`src/rtl/wake_clk_seq_pkg.sv`:
```
package wake_clk_seq_pkg;
  localparam int unsigned DATA_W = 16;
  localparam int unsigned ADDR_W = 2;

  localparam logic [ADDR_W-1:0] ADR_CTRL = 2'd0;
  localparam logic [ADDR_W-1:0] ADR_FREQ = 2'd1;
  localparam logic [ADDR_W-1:0] ADR_PWR  = 2'd2;
  localparam logic [ADDR_W-1:0] ADR_LOCK = 2'd3;

  typedef enum logic [2:0] {
    ST_RUN,
    ST_STBY,
    ST_LOCK,
    ST_LAT,
    ST_RESUME
  } seq_state_e;
endpackage

```
`src/rtl/seq_regs.sv`:
```
module seq_regs
  import wake_clk_seq_pkg::*;
#(
  parameter int unsigned LOCK_W = 16
) (
  input  logic              clk_i,
  input  logic              rst_ni,
  input  logic              run_i,
  input  logic              wr_en_i,
  input  logic [ADDR_W-1:0] wr_addr_i,
  input  logic [DATA_W-1:0] wr_data_i,
  output logic              pll_en_o,
  output logic              pll_sel_o,
  output logic [DATA_W-1:0] freq_o,
  output logic              stby_off_o,
  output logic              await_req_o,
  output logic [LOCK_W-1:0] lock_cyc_o
);
  logic wr_ok;
  assign wr_ok = wr_en_i && run_i;

  always_ff @(posedge clk_i or negedge rst_ni) begin
    if (!rst_ni) begin
      pll_en_o   <= 1'b0;
      pll_sel_o  <= 1'b0;
      freq_o     <= '0;
      stby_off_o <= 1'b0;
      lock_cyc_o <= '0;
    end else if (wr_ok) begin
      unique case (wr_addr_i)
        ADR_CTRL: begin
          pll_en_o  <= wr_data_i[1];
          // select only sticks when the same write powers the PLL
          pll_sel_o <= wr_data_i[0] & wr_data_i[1];
        end
        ADR_FREQ: freq_o     <= wr_data_i;
        ADR_PWR:  stby_off_o <= wr_data_i[14];
        default:  lock_cyc_o <= wr_data_i[LOCK_W-1:0];
      endcase
    end
  end

  assign await_req_o = wr_ok && (wr_addr_i == ADR_PWR) && wr_data_i[15];

  a_r3_sel_needs_en: assert property (@(posedge clk_i) disable iff (!rst_ni)
    pll_sel_o |-> pll_en_o);
  a_r10_no_write_asleep: assert property (@(posedge clk_i) disable iff (!rst_ni)
    !run_i |=> $stable({pll_en_o, pll_sel_o, freq_o, stby_off_o, lock_cyc_o}));
endmodule

```
`src/rtl/seq_lock_cnt.sv`:
```
module seq_lock_cnt #(
  parameter int unsigned LOCK_W = 16
) (
  input  logic              clk_i,
  input  logic              rst_ni,
  input  logic              load_i,
  input  logic [LOCK_W-1:0] val_i,
  output logic              done_o
);
  logic [LOCK_W-1:0] cnt_q;

  always_ff @(posedge clk_i or negedge rst_ni) begin
    if (!rst_ni)            cnt_q <= '0;
    else if (load_i)        cnt_q <= val_i;
    else if (cnt_q != '0)   cnt_q <= cnt_q - 1'b1;
  end

  // last cycle of the wait
  assign done_o = (cnt_q == LOCK_W'(1));
endmodule

```
`src/rtl/seq_fsm.sv`:
```
module seq_fsm
  import wake_clk_seq_pkg::*;
#(
  parameter int unsigned LOCK_W  = 16,
  parameter int unsigned LAT_CYC = 3
) (
  input  logic              clk_i,
  input  logic              rst_ni,
  input  logic              await_req_i,
  input  logic              wake_i,
  input  logic              need_lock_i,
  input  logic [LOCK_W-1:0] lock_cyc_i,
  input  logic              lock_done_i,
  output logic              lock_load_o,
  output logic              run_o,
  output logic              stby_o,
  output logic              lock_busy_o,
  output logic              resume_o
);
  localparam int unsigned LAT_W = (LAT_CYC > 1) ? $clog2(LAT_CYC) : 1;

  seq_state_e       state_q, state_d;
  logic [LAT_W-1:0] lat_q, lat_d;
  logic             go_lock;

  assign go_lock     = need_lock_i && (lock_cyc_i != '0);
  assign lock_load_o = (state_q == ST_STBY) && wake_i && go_lock;

  always_comb begin
    state_d = state_q;
    lat_d   = lat_q;
    unique case (state_q)
      ST_RUN:  if (await_req_i) state_d = ST_STBY;
      ST_STBY: if (wake_i) begin
        state_d = go_lock ? ST_LOCK : ST_LAT;
        lat_d   = '0;
      end
      ST_LOCK: if (lock_done_i) begin
        state_d = ST_LAT;
        lat_d   = '0;
      end
      ST_LAT: begin
        if (lat_q == LAT_W'(LAT_CYC - 1)) state_d = ST_RESUME;
        else                              lat_d   = lat_q + 1'b1;
      end
      default: state_d = ST_RUN;
    endcase
  end

  always_ff @(posedge clk_i or negedge rst_ni) begin
    if (!rst_ni) begin
      state_q <= ST_RUN;
      lat_q   <= '0;
    end else begin
      state_q <= state_d;
      lat_q   <= lat_d;
    end
  end

  assign run_o       = (state_q == ST_RUN);
  assign stby_o      = (state_q == ST_STBY) || (state_q == ST_LOCK) || (state_q == ST_LAT);
  assign lock_busy_o = (state_q == ST_LOCK);
  assign resume_o    = (state_q == ST_RESUME);

  a_r9_resume_single: assert property (@(posedge clk_i) disable iff (!rst_ni)
    resume_o |=> !resume_o && run_o);
  a_r6_lat_bound: assert property (@(posedge clk_i) disable iff (!rst_ni)
    (state_q == ST_LAT) |-> (lat_q < LAT_W'(LAT_CYC)));
  a_r8_wake_ignored: assert property (@(posedge clk_i) disable iff (!rst_ni)
    ((state_q == ST_LAT) && wake_i) |=> (state_q == ST_LAT || state_q == ST_RESUME));
  a_r8_run_wake: assert property (@(posedge clk_i) disable iff (!rst_ni)
    (run_o && wake_i && !await_req_i) |=> run_o);
endmodule

```
`src/rtl/wake_clk_seq.sv`:
```
module wake_clk_seq
  import wake_clk_seq_pkg::*;
#(
  parameter int unsigned LOCK_W  = 16,
  parameter int unsigned LAT_CYC = 3
) (
  input  logic              clk_i,
  input  logic              rst_ni,
  input  logic              wr_en_i,
  input  logic [ADDR_W-1:0] wr_addr_i,
  input  logic [DATA_W-1:0] wr_data_i,
  input  logic              wake_i,
  output logic              pll_pwr_o,
  output logic              clk_sel_o,
  output logic              stby_o,
  output logic              resume_o,
  output logic [8:0]        mult_o,
  output logic [4:0]        idiv_o,
  output logic [1:0]        odiv_o
);
  logic              pll_en, pll_sel, stby_off, await_req, run;
  logic              lock_load, lock_done, lock_busy, in_stby;
  logic [DATA_W-1:0] freq;
  logic [LOCK_W-1:0] lock_cyc;

  seq_regs #(.LOCK_W(LOCK_W)) u_regs (
    .clk_i, .rst_ni,
    .run_i       (run),
    .wr_en_i, .wr_addr_i, .wr_data_i,
    .pll_en_o    (pll_en),
    .pll_sel_o   (pll_sel),
    .freq_o      (freq),
    .stby_off_o  (stby_off),
    .await_req_o (await_req),
    .lock_cyc_o  (lock_cyc)
  );

  seq_lock_cnt #(.LOCK_W(LOCK_W)) u_lock (
    .clk_i, .rst_ni,
    .load_i (lock_load),
    .val_i  (lock_cyc),
    .done_o (lock_done)
  );

  seq_fsm #(.LOCK_W(LOCK_W), .LAT_CYC(LAT_CYC)) u_fsm (
    .clk_i, .rst_ni,
    .await_req_i (await_req),
    .wake_i,
    .need_lock_i (pll_sel && stby_off),
    .lock_cyc_i  (lock_cyc),
    .lock_done_i (lock_done),
    .lock_load_o (lock_load),
    .run_o       (run),
    .stby_o      (stby_o),
    .lock_busy_o (lock_busy),
    .resume_o    (resume_o)
  );

  logic pre_wake;
  assign pre_wake = stby_o && !lock_busy && !resume_o;
  assign in_stby  = pre_wake && !(run || lock_busy);

  // PLL is dropped only while truly asleep and before the wake edge
  logic stby_idle_q;
  always_ff @(posedge clk_i or negedge rst_ni) begin
    if (!rst_ni)      stby_idle_q <= 1'b0;
    else if (run)     stby_idle_q <= await_req;
    else if (wake_i)  stby_idle_q <= 1'b0;
  end

  assign pll_pwr_o = pll_en && !(stby_off && stby_idle_q && in_stby);
  assign clk_sel_o = pll_sel;
  assign mult_o    = freq[8:0];
  assign idiv_o    = freq[13:9];
  assign odiv_o    = freq[15:14];

  a_r7_lock_powered: assert property (@(posedge clk_i) disable iff (!rst_ni)
    lock_busy |-> pll_pwr_o);
  a_r5_sel_hold_stby: assert property (@(posedge clk_i) disable iff (!rst_ni)
    (stby_o && $past(stby_o)) |-> $stable(clk_sel_o));
endmodule

```
`config.mk`:
```
export PLATFORM = sky130hd
export DESIGN_NAME = wake_clk_seq
export DESIGN_NICKNAME = d
export VERILOG_FILES = /design/src/rtl/wake_clk_seq_pkg.sv /design/src/rtl/seq_regs.sv /design/src/rtl/seq_lock_cnt.sv /design/src/rtl/seq_fsm.sv /design/src/rtl/wake_clk_seq.sv
export SDC_FILE = /design/constraint.sdc
export NUM_CORES = 1
export LEC_CHECK = 0
export CORE_MARGIN = 2
export CORE_UTILIZATION = 30
export DETAILED_ROUTE_END_ITERATION = 8
export PLACE_DENSITY = 0.55
export SYNTH_ARGS = -nofsm -noshare
export SYNTH_HDL_FRONTEND = slang
export SYNTH_SLANG_ARGS = --single-unit
```
`constraint.sdc`:
```
create_clock -name clk_i -period 1.94 [get_ports clk_i]
set_clock_uncertainty 0.1 [all_clocks]
set_input_delay 0.291 -clock clk_i [delete_from_list [all_inputs] [get_ports clk_i]]
set_output_delay 0.291 -clock clk_i [all_outputs]
set_load 0.005 [all_outputs]
```
=== Yosys cells after proc, flatten, opt, wreduce, memory -nomap -nowiden ===
Cells that the tools add are included.
Widths: inputs -> output; s select.

* $add $sub $neg: 2
* Equal/unequal tests: 13
* Muxes and demuxes: 14
* Bitwise logic cells: 2
* Reductions and logical operators: 34

{| class="wikitable"
|+ Operator list
! kind !! number
|-
| $mux 16 || 2
|-
| $reduce_bool 16->1 || 2
|-
| $eq 16x1->1 const B || 1
|-
| $sub 16x1->16 const B || 1
|-
| $logic_and 1x1->1 || 13
|-
| $mux 3 || 4
|-
| $pmux 3 s4 || 1
|-
| $ne 2x2->1 const B || 4
|-
| $reduce_and 2->1 || 4
|-
| $reduce_and 4->1 || 2
|-
| $eq 3x2->1 const B || 2
|-
| $mux 2 || 3
|-
| $pmux 2 s3 || 1
|-
| $eq 2x2->1 const B || 2
|-
| $logic_not 1->1 || 4
|-
| $reduce_bool 2->1 || 2
|-
| $eq 3x1->1 const B || 1
|-
| $eq 3x3->1 const B || 1
|-
| $logic_not 3->1 || 1
|-
| $logic_or 1x1->1 || 3
|-
| $mux 1 || 3
|-
| $reduce_bool 3->1 || 1
|-
| $reduce_or 3->1 || 1
|-
| $add 2x1->2 const B || 1
|-
| 5 further kinds || 5
|}

* Flip-flop bits (word level): 57
* Input port bits: 22
* Word-level logic and storage cells: 74

=== Depth between registers and ports, before layout ===
Gate-level depths: netlist of run 1.

* Word-level depth: 9
* Gate-level depth with buffers: 8
* Depth with buffers taken out: 7

=== Hierarchy ===
Synthesis of run 1 repeated with hierarchy kept, for this count alone.

* Cells, all modules: 249
* Area, all modules: 2985.4 um2

{| class="wikitable"
|+ Modules (own cells, without submodules)
! module !! times used !! cells an instance !! area an instance (um2) !! sequential area each (um2)
|-
| seq_regs || 1 || 80 || 1447.6 || 875.8
|-
| seq_lock_cnt || 1 || 120 || 1099.8 || 400.4
|-
| seq_fsm || 1 || 41 || 366.6 || 125.1
|-
| wake_clk_seq || 1 || 8 || 71.3 || 25.0
|}

=== Worst setup path before layout of run 1 ===
OpenSTA, ideal clock, no wires.

* Path kind: reg-to-reg
* From: reg u_lock.cnt_q[5]
* To: reg u_lock.cnt_q[1]
* Library setup time: 83 ps
* Data arrival time: 1598 ps
* Setup slack: 159 ps
* Stages on the path, launching flop included: 6
* Buffers on the path: 0
* Cells stage by stage: dfrtp_1 -> nor4_4 -> nand4_1 -> nor2_2 -> mux2_2 -> o21ai_0

* Cells in the longest elaborated chain, start to end: 2

{| class="wikitable"
|+ Ends and longest elaborated chain
! item !! RTL line !! source
|-
| from (decl) || seq_lock_cnt.sv:10 || <nowiki>logic [LOCK_W-1:0] cnt_q;</nowiki>
|-
| from (signal assigned) || seq_lock_cnt.sv:14 || <nowiki>else if (load_i) cnt_q <= val_i;</nowiki>
|-
| from (signal assigned) || seq_lock_cnt.sv:15 || <nowiki>else if (cnt_q != '0) cnt_q <= cnt_q - 1'b1;</nowiki>
|-
| $reduce_bool 16->1 || seq_lock_cnt.sv:15 ||
|-
| $reduce_bool 2->1 (no line) || -- ||
|}

No other way between the ends.
A chain may end at the register's enable or synchronous reset.

=== Final worst setup path of run 1 ===
* From: reg u_regs.lock_cyc_o[4]
* To: reg u_lock.cnt_q[4]

* Cells in the longest elaborated chain, start to end: 4

{| class="wikitable"
|+ Ends and longest elaborated chain
! item !! RTL line !! source
|-
| from (decl) || seq_regs.sv:17 || <nowiki>output logic [LOCK_W-1:0] lock_cyc_o</nowiki>
|-
| from (signal assigned) || seq_regs.sv:38 || <nowiki>default: lock_cyc_o <= wr_data_i[LOCK_W-1:0];</nowiki>
|-
| $reduce_bool 16->1 || seq_fsm.sv:26 || <nowiki>assign go_lock = need_lock_i && (lock_cyc_i != '0);</nowiki>
|-
| $logic_and 1x1->1 || seq_fsm.sv:26 ||
|-
| $logic_and 1x1->1 || seq_fsm.sv:27 || <nowiki>assign lock_load_o = (state_q == ST_STBY) && wake_i && go_lock;</nowiki>
|-
| $mux 16 or $reduce_bool 2->1 (tied branches) || -- ||
|}

Parallel ways exist; a longest one is shown, timed or not.

==> results of run 1 <==
[metal layers]
layer  vias to the layer above  routed length (microns)  share of wire, %  global-route usage, %
met5                         -                        0                 0                      0
met1                       972                     2971                50                  18.92
li1                        976                        -                 -                      -
met2                        34                     2617                44                  19.05
met4                         0                      100               1.7                  5.058
met3                         8                      202               3.4                  3.617
[sequential cells by signal, summed over array words and instances, names as in the netlist]
name	count
u_fsm.lat_q	2
stby_idle_q	1
u_fsm.state_q	3
u_regs.pll_sel_o	1
u_regs.stby_off_o	1
u_lock.cnt_q	16
u_regs.lock_cyc_o	16
u_regs.pll_en_o	1
u_regs.freq_o	16
[path summary, 6_finish.rpt]
path / start / to / depth (start not counted)
setup reg to reg: u_regs.lock_cyc_o[4] / u_lock.cnt_q[4] / 6
hold reg to reg: u_fsm.lat_q[1] / u_fsm.lat_q[1] / 2
hold / removal: rst_ni / u_fsm.state_q[2] / 2
max in group asynchronous: rst_ni / u_lock.cnt_q[13] / 3
setup / recovery: u_regs.lock_cyc_o[4] / u_lock.cnt_q[4] / 6
min in group clk_i: u_fsm.lat_q[1] / u_fsm.lat_q[1] / 2
[cell usage in the layout (no fill, tap or decap), drive strengths merged, types with 2 or more instances in the layout]
| cell | instances |
|---|---|
| a211oi | 2 |
| nor2 | 9 |
| nand3 | 2 |
| nor2b | 2 |
| dfrtp | 57 |
| nor3b | 3 |
| nand2b | 2 |
| ha | 3 |
| clkbuf | 11 |
| clkdlybuf4s50 | 37 |
| o21ai | 14 |
| inv | 7 |
| buf | 37 |
| a21oi | 2 |
| nor4 | 8 |
| nor3 | 6 |
| o31ai | 7 |
| nand3b | 3 |
| and2 | 2 |
| nand4 | 4 |
| xnor2 | 8 |
| and3 | 2 |
| mux2 | 35 |
| clkinvlp | 3 |
| xor2 | 5 |
| nand2 | 25 |
[repair_timing]
action,CTS,global route
setup buffers,2,2
resized for setup,6,9
hold buffers,1,0
pin swaps,1,3
hold endpoints to repair,10,0
endpoints found under the setup margin,3,31
[where the power goes]
| part | leakage (uW) | switching [uW] | total, uW | internal, uW |
|---|---|---|---|---|
| Clock | 0.0000949 | 514 | 1140 | 629 |
| Sequential | 0.000714 | 0 | 1190 | 1190 |
| Combinational | 0.000852 | 41.7 | 90.8 | 49.1 |
| Total | 0.00166 | 556 | 2420 | 1870 |
[cell families after synthesis]
logic type                 after synthesis  synth area share, %
AOI/OAI and AO/OA                       31                7.678
adders and majority gates                3                1.396
muxes                                   35                14.66
buffers and inverters                   14                2.745
xor gates and xnor gates                13                4.235
and+or+nand+nor                         73                16.24
DFF                                     57                53.05
[critical path, cell delays in order (launching register included)]
cell,delay [ns]
dfrtp_1,0.38
nor4_1,0.27
buf_4,0.15
nand4_1,0.17
and3_4,0.25
buf_4,0.17
o31ai_1,0.25
[area by class of cell]
| class | count | area (sq um) | share of cell area (%) |
|---|---|---|---|
| Timing Repair Buffer | 78 | 706.9 | 19.03 |
| Clock buffer | 10 | 137.6 | 3.705 |
| Tap cell | 108 | 135.1 | 3.638 |
| Multi-Input combinational cell | 155 | 1220 | 32.84 |
| Sequential cell | 57 | 1426 | 38.40 |
| Clock inverter | 6 | 66.31 | 1.785 |
| Inverter | 6 | 22.52 | 0.6063 |
[per-stage QoR]
stage	TNS, ns	power (uW)
global placement	0	1303
detailed placement	0	1303
global route	-0.009091	2515
floorplan	0	1214
CTS	0	2457
finish	0	2422
==> metrics.md, run 1 <==
| Metric | Value |
|---|---|
| Status | `finished, final reports clean` |
| Fin. Hold Viols | `0` |
| Leakage power | `0.001661 uW` |
| Top post-synthesis cells by count | `dfrtp_1, mux2_2, nand2_1` |
| Die Ht | `roughly 99 microns` |
| Number of synthesized flops with an enable pin | `0` |
| Worst slew pin tran | `0.3202 ns` |
| Tcrit/Tclk final | `between 90% and 100%` |
| First drt pass iteration count | `4` |
| Share of cells above drive strength 1 | `31.41%` |
| Final setup margin | `about 0.11 ns` |
| Vias post-DR | `between 1.5k and 2k` |
| Placement row count | `34` |
| Yosys cell types | `45` |
| Initial Util | `around 31%` |
| Fin. max-slew vios | `0` |
| Power per cell area | `~650 nW/um^2` |
| Data arrival, critical path | `between 1.5 and 2 ns` |
| Most common cell in the netlist | `dfrtp_1` |
| Clk root buf | `clkbuf_8` |
| Clk slew on worst S/H paths | `0.07 ns` |
| Layout area overhead | `38.16%` |
| # setup viols final | `0` |
| Number of global-route vias before repair | `2033` |
| CTS tree | `yes` |
| FMAX | `545.3 MHz` |
| Primary FF master, synth | `dfrtp_1` |
| First DRT Iteration DRCs | `71` |
| Max Buffers Root-to-Sink | `2` |
| Ys Warns | `0` |
| First-pass GRT wire length | `10140 microns` |
| Max-Cap Viols | `0` |
| Min-Delay Path Class | `in2async` |
| Reg2reg setup slack | `0.11 ns` |
| Dominant cells by area after synthesis | `dfrtp_1, mux2_2, mux2_1` |
| Synthesized net count | `251` |
| Worst-Skew Late Latency | `roughly 0.34 ns` |
| Tmin final | `1.834 ns` |
| ANT cells | `0` |
| Gpl congestion | `0.7712` |
| Largest fanout on the critical path | `11` |
| Async SR Flop Fraction | `100.0%` |
| Final Cell Area | `3715 sq um` |
| Slew margin rel. | `78.58%` |
| Initial antenna violation count | `0` |
| Grt total ovfl | `0` |
| Seq/Total Area, Yosys | `53.05%` |
| CP Launch Type | `flop` |
| H-tree depth reported by CTS | `3` |
| Place WS | `0.03817 ns` |
| Area leader, netlist | `dfrtp_1` |
| Area after DPL | `3443 sq um` |
| Post-synth top area share | `53.05%` |
| WHS | `0.2798 ns` |
| Io pins | `42` |
| Crit path capture type | `flop` |
| Post-layout net count | `332` |
| Input/output buffers | `41` |
| DRT antenna net count | `0` |
| Cell Area, Synth | `2689 sq um` |
| Clock sink count | `57` |
| Non-filler cells, final | `420` |
| Syn Area/Cell | `11.90 sq um` |
| Crit Path Class | `reg2reg` |
| Cells after DPL | `399` |
| Post-DP HPWL | `around 4300 microns` |
| Max IR drop VDD | `392.0 uV` |
| Core Box Area | `8721 sq um` |
| Util after Layout | `42.60%` |
| Die area | `9736 sq um` |
| Critical Path RT | `2.08 ns` |
| Largest net degree at the start of global routing | `35` |
| Mapped Cells | `226` |
| All-Layer GR Usage | `13.20%` |
| Avg WL per Cell | `14.03 microns` |
| Vias per cell | `between 4 and 5` |
| DRC | `0` |
| Total routed wirelength | `between 5000 and 6000 microns` |
| Die width | `98.67 microns` |
| Yosys reg bits | `between 50 and 60` |
| Final-layout fill cell count | `841` |
| Num CTS Buffers | `9` |
(Power assumes the default switching activity.)
==> inputs of run 2 (changes only) <==
- CORE_UTILIZATION: 30 -> 53
- PLACE_DENSITY: 0.55 -> 0.84
- clock period: 1.94 -> 2.1 ns (I/O delays scaled with it)
==> run 2 against run 1 <==
Cell count shrank 16%. Sequential share of layout area grew 2.9 points. Die area decreased by 42%. Sequential power decreased by 8%. Fmax down 6.8%. Global-route usage up 9.1 points. Largest power group is now clock.
==> metrics.md, run 2 (synthesized netlist as in run 1, its figures left out) <==
| Metric | Value |
|---|---|
| Tcrit/Tclk final | `93.72% (was 94.53%)` |
| Worst-Skew Late Latency | `0.33 ns (was 0.34 ns)` |
| CP max-delay cell | `dfrtp_1 (unchanged)` |
| Max Buffers Root-to-Sink | `2 (unchanged)` |
| Crit-path cells | `nor4_4, nand4_1, nor2_2, mux2_2, o21ai_0 (was nor4_1, buf_4, nand4_1, and3_4, buf_4, o31ai_1)` |
| Final Power | `2324 uW (was 2422 uW)` |
| Area of the multi-input gates | `1191 sq um (was 1220 sq um)` |
| Gpl congestion | `0.8387 (was 0.7712)` |
| FMAX | `508.1 MHz (was 545.3 MHz)` |
| Place WS | `0.06826 ns (was 0.03817 ns)` |
| First-pass GRT wire length | `9135 microns (was 10140 microns)` |
| Die area | `5659 sq um (was 9736 sq um)` |
| Register area | `1428 sq um (was 1426 sq um)` |
| Post-DP HPWL | `3829 microns (was 4327 microns)` |
| Die width | `75.23 microns (was 98.67 microns)` |
| Final setup margin | `0.1318 ns (was 0.1061 ns)` |
| Status | `finished, final reports clean (unchanged)` |
| Initial antenna violation count | `0 (unchanged)` |
| Leakage power | `0.001542 uW (was 0.001661 uW)` |
| Core Box Area | `4817 sq um (was 8721 sq um)` |
| Largest fanout on the critical path | `5 (was 11)` |
| Placement row count | `25 (was 34)` |
| Top flop regs | `u_lock.cnt_q x16, u_regs.freq_o x16, u_regs.lock_cyc_o x16 (unchanged)` |
| Largest net degree at the start of global routing | `58 (was 35)` |
| Min-Delay Path Class | `reg2reg (was in2async)` |
| Crit path capture type | `flop (unchanged)` |
| Buf/Inv on CP | `0 (was 2)` |
| Initial Util | `55.82% (was 30.83%)` |
| Crit Path Class | `reg2reg (unchanged)` |
| Tmin final | `1.968 ns (was 1.834 ns)` |
| DRC | `0 (unchanged)` |
| DRT antenna net count | `0 (unchanged)` |
| Power per cell area | `672.6 nW/um^2 (was 652.0 nW/um^2)` |
| Cell family with most CP delay | `simple AND/OR/NAND/NOR gates (unchanged)` |
| H-tree depth reported by CTS | `3 (unchanged)` |
| Grt total ovfl | `0 (unchanged)` |
| Max IR drop VDD | `745.7 uV (was 392.0 uV)` |
| Critical Path RT | `2.24 ns (was 2.08 ns)` |
| Post-layout net count | `304 (was 332)` |
| Num CTS Buffers | `9 (unchanged)` |
| Input/output buffers | `41 (unchanged)` |
| Worst slew pin tran | `0.5296 ns (was 0.3202 ns)` |
| Vias per cell | `5.473 (was 4.738)` |
| First DRT Iteration DRCs | `113 (was 71)` |
| Most common cell after layout, fill and taps aside | `dfrtp_1 (unchanged)` |
| Layout area overhead | `28.48% (was 38.16%)` |
| Slowest cell delay on critical path | `0.45 ns (was 0.38 ns)` |
| ANT cells | `0 (unchanged)` |
| Fin. max-slew vios | `0 (unchanged)` |
| CP Launch Type | `flop (unchanged)` |
| Data arrival, critical path | `2.11 ns (was 1.97 ns)` |
| First drt pass iteration count | `4 (unchanged)` |
| Final-layout fill cell count | `344 (was 841)` |
| Max-Cap Viols | `0 (unchanged)` |
| Total routed wirelength | `5526 microns (was 5892 microns)` |
| Vias post-DR | `1921 (was 1990)` |
| Share of cells above drive strength 1 | `22.89% (was 31.41%)` |
| Avg WL per Cell | `15.74 microns (was 14.03 microns)` |
| Clock sink count | `57 (unchanged)` |
| Clk slew on worst S/H paths | `0.06 ns (was 0.07 ns)` |
| Slew margin rel. | `64.61% (was 78.58%)` |
| Fin. Hold Viols | `0 (unchanged)` |
| Most frequent cells in the layout | `dfrtp_1, clkdlybuf4s50_1, mux2_2 (was dfrtp_1, clkdlybuf4s50_1, buf_4)` |
| Clk root buf | `clkbuf_8 (unchanged)` |
| Number of global-route vias before repair | `1861 (was 2033)` |
| # setup viols final | `0 (unchanged)` |
| Io pins | `42 (unchanged)` |
| CTS tree | `yes (unchanged)` |
| Die Ht | `75.23 microns (was 98.67 microns)` |
| All-Layer GR Usage | `22.27% (was 13.20%)` |
-- run 2: cell count changes in the layout (fill, tap and decap cells not counted), sizes merged --
cell,before,now
buf,37,9
bufinv,1,2
clkinv,1,2
clkinvlp,3,1
dlygate4sd2,1,2
inv,7,6
-- run 2: area by class of cell --
| class | count | area share [%] |
|---|---|---|
| multi-input cells | 155 | 34.48 |
| flip-flops and latches | 57 | 41.33 |
| repair buffers | 50 | 14.49 |
| well taps | 67 | 2.427 |
| inverters | 6 | 0.6519 |
| clock buffers | 11 | 4.382 |
| clock inverters | 5 | 2.246 |
-- run 2: layer usage --
metal	share of wire, %	vias to the layer above	track usage (%)
met4	1.4	0	10.53
met5	0	-	0
met2	49	40	33.82
met1	47	960	30.61
met3	3.2	7	4.953
li1	-	914	-
-- run 2: stage by stage --
stage | cell area, sq um | hold WS [ns] | cells | utilization (%) | setup TNS, ns
2_1_floorplan | 2689 | -0.08059 | 226 | - | 0
3_3_place_gp | 3189 | 0.2354 | 331 | 66.21 | 0
3_5_place_dp | 3189 | 0.2382 | 331 | 66.21 | 0
4_1_cts | 3437 | 0.3942 | 349 | 71.35 | 0
5_1_grt | 3455 | 0.4215 | 351 | 71.71 | -0.01070
6_report | 3455 | 0.3901 | 351 | 71.71 | 0
-- run 2: report_power, final --
part	switching (uW)	internal (uW)	leakage (uW)
sequential	0	1100	0.000713
clock	420	728	0.000115
combinational	36.5	40.9	0.000714
-- run 2: worst paths after layout --
path / cells past startpoint / slack, ns / startpoint / endpoint
worst max-delay path: 5 / 0.13 / u_lock.cnt_q[3] / u_lock.cnt_q[1]
min in group asynchronous: 3 / 0.42 / rst_ni / u_regs.lock_cyc_o[7]
worst min-delay path: 1 / 0.39 / u_regs.freq_o[7] / u_regs.freq_o[7]
worst min register to register: 1 / 0.39 / u_regs.freq_o[7] / u_regs.freq_o[7]
worst max register to register: 5 / 0.13 / u_lock.cnt_q[3] / u_lock.cnt_q[1]
max in group asynchronous: 3 / 1.22 / rst_ni / u_fsm.state_q[2]
-- run 2: what timing repair did --
item                                    in CTS  in global routing
endpoints found under the setup margin       2                  6
hold buffers                                 1                  0
resized for setup                            5                  1
setup buffers                                1                  2
pin swaps                                    0                  1
gates cloned                                 0                  0
hold endpoints to repair                    57                  0
==> inputs of run 3 (changes only) <==
- CORE_UTILIZATION: 53 -> 48
- CTS_CLUSTER_DIAMETER: unset -> 60
- PLACE_DENSITY: 0.84 -> 0.77
==> run 3 against run 2 <==
Die area is 9.9% higher. Via count is 1.5% lower. Flip-flop and latch count stayed put. Sequential power hardly changed. Setup slack worse by 0.082 ns. Sequential share of layout area is 0.26 points higher. Global-route usage is 4.1 points lower. Critical endpoint is now resume_o. Largest cell class unchanged.
==> metrics.md, run 3 (synthesized netlist as in run 1, its figures left out) <==
| Metric | Value |
|---|---|
| Initial Util | `49.13% (was 55.82%)` |
| Layout area overhead | `27.69% (was 28.48%)` |
| Tcrit/Tclk final | `97.63% (was 93.72%)` |
| Clk slew on worst S/H paths | `0.06 ns (about the same)` |
| Largest fanout on the critical path | `7 (was 5)` |
| Die Ht | `78.85 microns (was 75.23 microns)` |
| All-Layer GR Usage | `18.20% (was 22.27%)` |
| Data arrival, critical path | `1.64 ns (was 2.11 ns)` |
| Die area | `6217 sq um (was 5659 sq um)` |
| Post-layout net count | `304 (unchanged)` |
| Avg WL per Cell | `14.44 microns (was 15.74 microns)` |
| Vias per cell | `5.317 (was 5.473)` |
| Io pins | `42 (unchanged)` |
| Vias post-DR | `1893 (was 1921)` |
| Clock sink count | `57 (unchanged)` |
| Crit Path Class | `reg2out (was reg2reg)` |
| First-pass GRT wire length | `8700 microns (was 9135 microns)` |
| Num CTS Buffers | `9 (unchanged)` |
| Worst slew pin tran | `0.5343 ns (was 0.5296 ns)` |
| Placement row count | `27 (was 25)` |
| Proportion of power drawn by the clock network | `47.8% (was 49.4%)` |
| Tmin final | `2.050 ns (was 1.968 ns)` |
| # setup viols final | `0 (unchanged)` |
| Max Buffers Root-to-Sink | `2 (unchanged)` |
| Critical Path RT | `1.68 ns (was 2.24 ns)` |
| Post-DP HPWL | `3779 microns (was 3829 microns)` |
| Most frequent cells in the layout | `dfrtp_1, clkdlybuf4s50_1, mux2_2 (unchanged)` |
| CTS tree | `yes (unchanged)` |
| Initial antenna violation count | `0 (unchanged)` |
| First DRT Iteration DRCs | `113 (unchanged)` |
| NetSw | `452.9 uW (was 456.6 uW)` |
| Worst-Skew Late Latency | `0.33 ns (about the same)` |
| Place WS | `0.04725 ns (was 0.06826 ns)` |
| Core Box Area | `5473 sq um (was 4817 sq um)` |
| Number of global-route vias before repair | `1881 (was 1861)` |
| Max IR drop VDD | `530.5 uV (was 745.7 uV)` |
| Crit-path cells | `buf_4, nor2_2, and2_1, clkdlybuf4s50_1 (was nor4_4, nand4_1, nor2_2, mux2_2, o21ai_0)` |
| Comb power frac | `3.5% (was 3.3%)` |
| CP Launch Type | `flop (unchanged)` |
| Largest net degree at the start of global routing | `58 (unchanged)` |
| Grt total ovfl | `0 (unchanged)` |
| Net Sw Frac | `20.10% (was 19.65%)` |
| Crit path launch | `u_fsm.state_q[0] (was u_lock.cnt_q[3])` |
| Slowest cell delay on critical path | `0.49 ns (was 0.45 ns)` |
| DRT antenna net count | `0 (unchanged)` |
| CP max-delay cell | `clkdlybuf4s50_1 (was dfrtp_1)` |
| ANT cells | `0 (unchanged)` |
| FF-to-FF Start | `u_fsm.state_q[0] (was u_lock.cnt_q[3])` |
| Status | `finished, final reports clean (unchanged)` |
| RSZ-0062 raised after global routing | `no` |
| FMAX | `487.8 MHz (was 508.1 MHz)` |
| Internal power | `1800 uW (was 1867 uW)` |
| Crit path capture type | `output pin (was flop)` |
| Gpl congestion | `0.7351 (was 0.8387)` |
| Fin. max-slew vios | `0 (unchanged)` |
| First drt pass iteration count | `4 (unchanged)` |
| Hold Crit Start | `u_fsm.lat_q[1] (was u_regs.freq_o[7])` |
| Fin. Hold Viols | `0 (unchanged)` |
| Share of cells above drive strength 1 | `22.54% (was 22.89%)` |
| DRC | `0 (unchanged)` |
| Clk root buf | `clkbuf_8 (unchanged)` |
| Final setup margin | `0.04981 ns (was 0.1318 ns)` |
| Total routed wirelength | `5139 microns (was 5526 microns)` |
| Min-Delay Path Class | `reg2reg (unchanged)` |
| Leakage power | `0.001535 uW (was 0.001542 uW)` |
| H-tree depth reported by CTS | `3 (unchanged)` |
| Most common cell after layout, fill and taps aside | `dfrtp_1 (unchanged)` |
| Total negative slack | `0 ns (unchanged)` |
| Slew margin rel. | `64.30% (was 64.61%)` |
| Top flop regs | `u_lock.cnt_q x16, u_regs.freq_o x16, u_regs.lock_cyc_o x16 (unchanged)` |
| Max-Cap Viols | `0 (unchanged)` |
| Die width | `78.85 microns (was 75.23 microns)` |
| Input/output buffers | `41 (unchanged)` |
| Power per cell area | `656.3 nW/um^2 (was 672.6 nW/um^2)` |
| Flop pwr share | `48.7% (was 47.3%)` |
[run 3: critical path: cells and delay by family, from the launching register on]
| family | cells | cell delay, ns |
|---|---|---|
| simple gates | 2 | 0.25 |
| flops | 1 | 0.40 |
| buf+inv | 2 | 0.66 |
[run 3: per-stage QoR]
stage | area, sq um | cells | hold WS, ns | utilization (%) | total power [uW]
4_1_cts | 3426 | 356 | 0.3909 | 62.60 | 2276
6_report | 3433 | 356 | 0.3824 | 62.73 | 2253
3_5_place_dp | 3198 | 338 | 0.2396 | 58.44 | 1196
3_3_place_gp | 3198 | 338 | 0.2343 | 58.44 | 1196
5_1_grt | 3433 | 356 | 0.4181 | 62.73 | 2340
2_1_floorplan | 2689 | 226 | -0.08059 | - | 1121
[run 3: path summary, 6_finish.rpt]
path	end	slack [ns]	cells past startpoint
min in group asynchronous	u_regs.freq_o[8]	0.41	3
worst max register to register	u_regs.lock_cyc_o[3]	0.17	4
worst min register to register	u_fsm.lat_q[1]	0.38	2
worst max-delay path	resume_o	0.05	4
worst min-delay path	u_fsm.lat_q[1]	0.38	2
max in group asynchronous	u_fsm.state_q[2]	1.22	3
[run 3: layer usage]
layer | vias to the layer above | part of all wire, % | track usage, %
met4 | 0 | 1.7 | 7.414
met1 | 925 | 46 | 25.87
met2 | 45 | 47 | 26.41
li1 | 914 | - | -
met3 | 9 | 4.6 | 5.114
met5 | - | 0 | 0
[run 3: repair_timing]
item / 4_1_cts / 5_1_grt
hold buffers: 1 / 0
hold endpoints to repair: 57 / 0
buffers inserted: 1 / 0
pin swaps: 0 / 0
setup endpoints to repair: 2 / 7
resized for setup: 3 / 2
[run 3: area by class of cell]
cell class,count,area [sq um]
Multi-Input combinational cell,155,1196
Fill cell,440,2039
Timing Repair Buffer,50,486.7
Tap cell,72,90.09
Clock inverter,6,82.58
Sequential cell,57,1428
Clock buffer,10,127.6
Inverter,6,22.52
[run 3: power by group through the flow]
stage	Combinational [uW]	Clock [uW]	Sequential, uW
after detailed placement	77.9	0	1120
after floorplan	2.72	0	1120
after global routing	86.6	1160	1100
final	78.0	1080	1100
after global placement	77.2	0	1120
after CTS	80.1	1100	1100
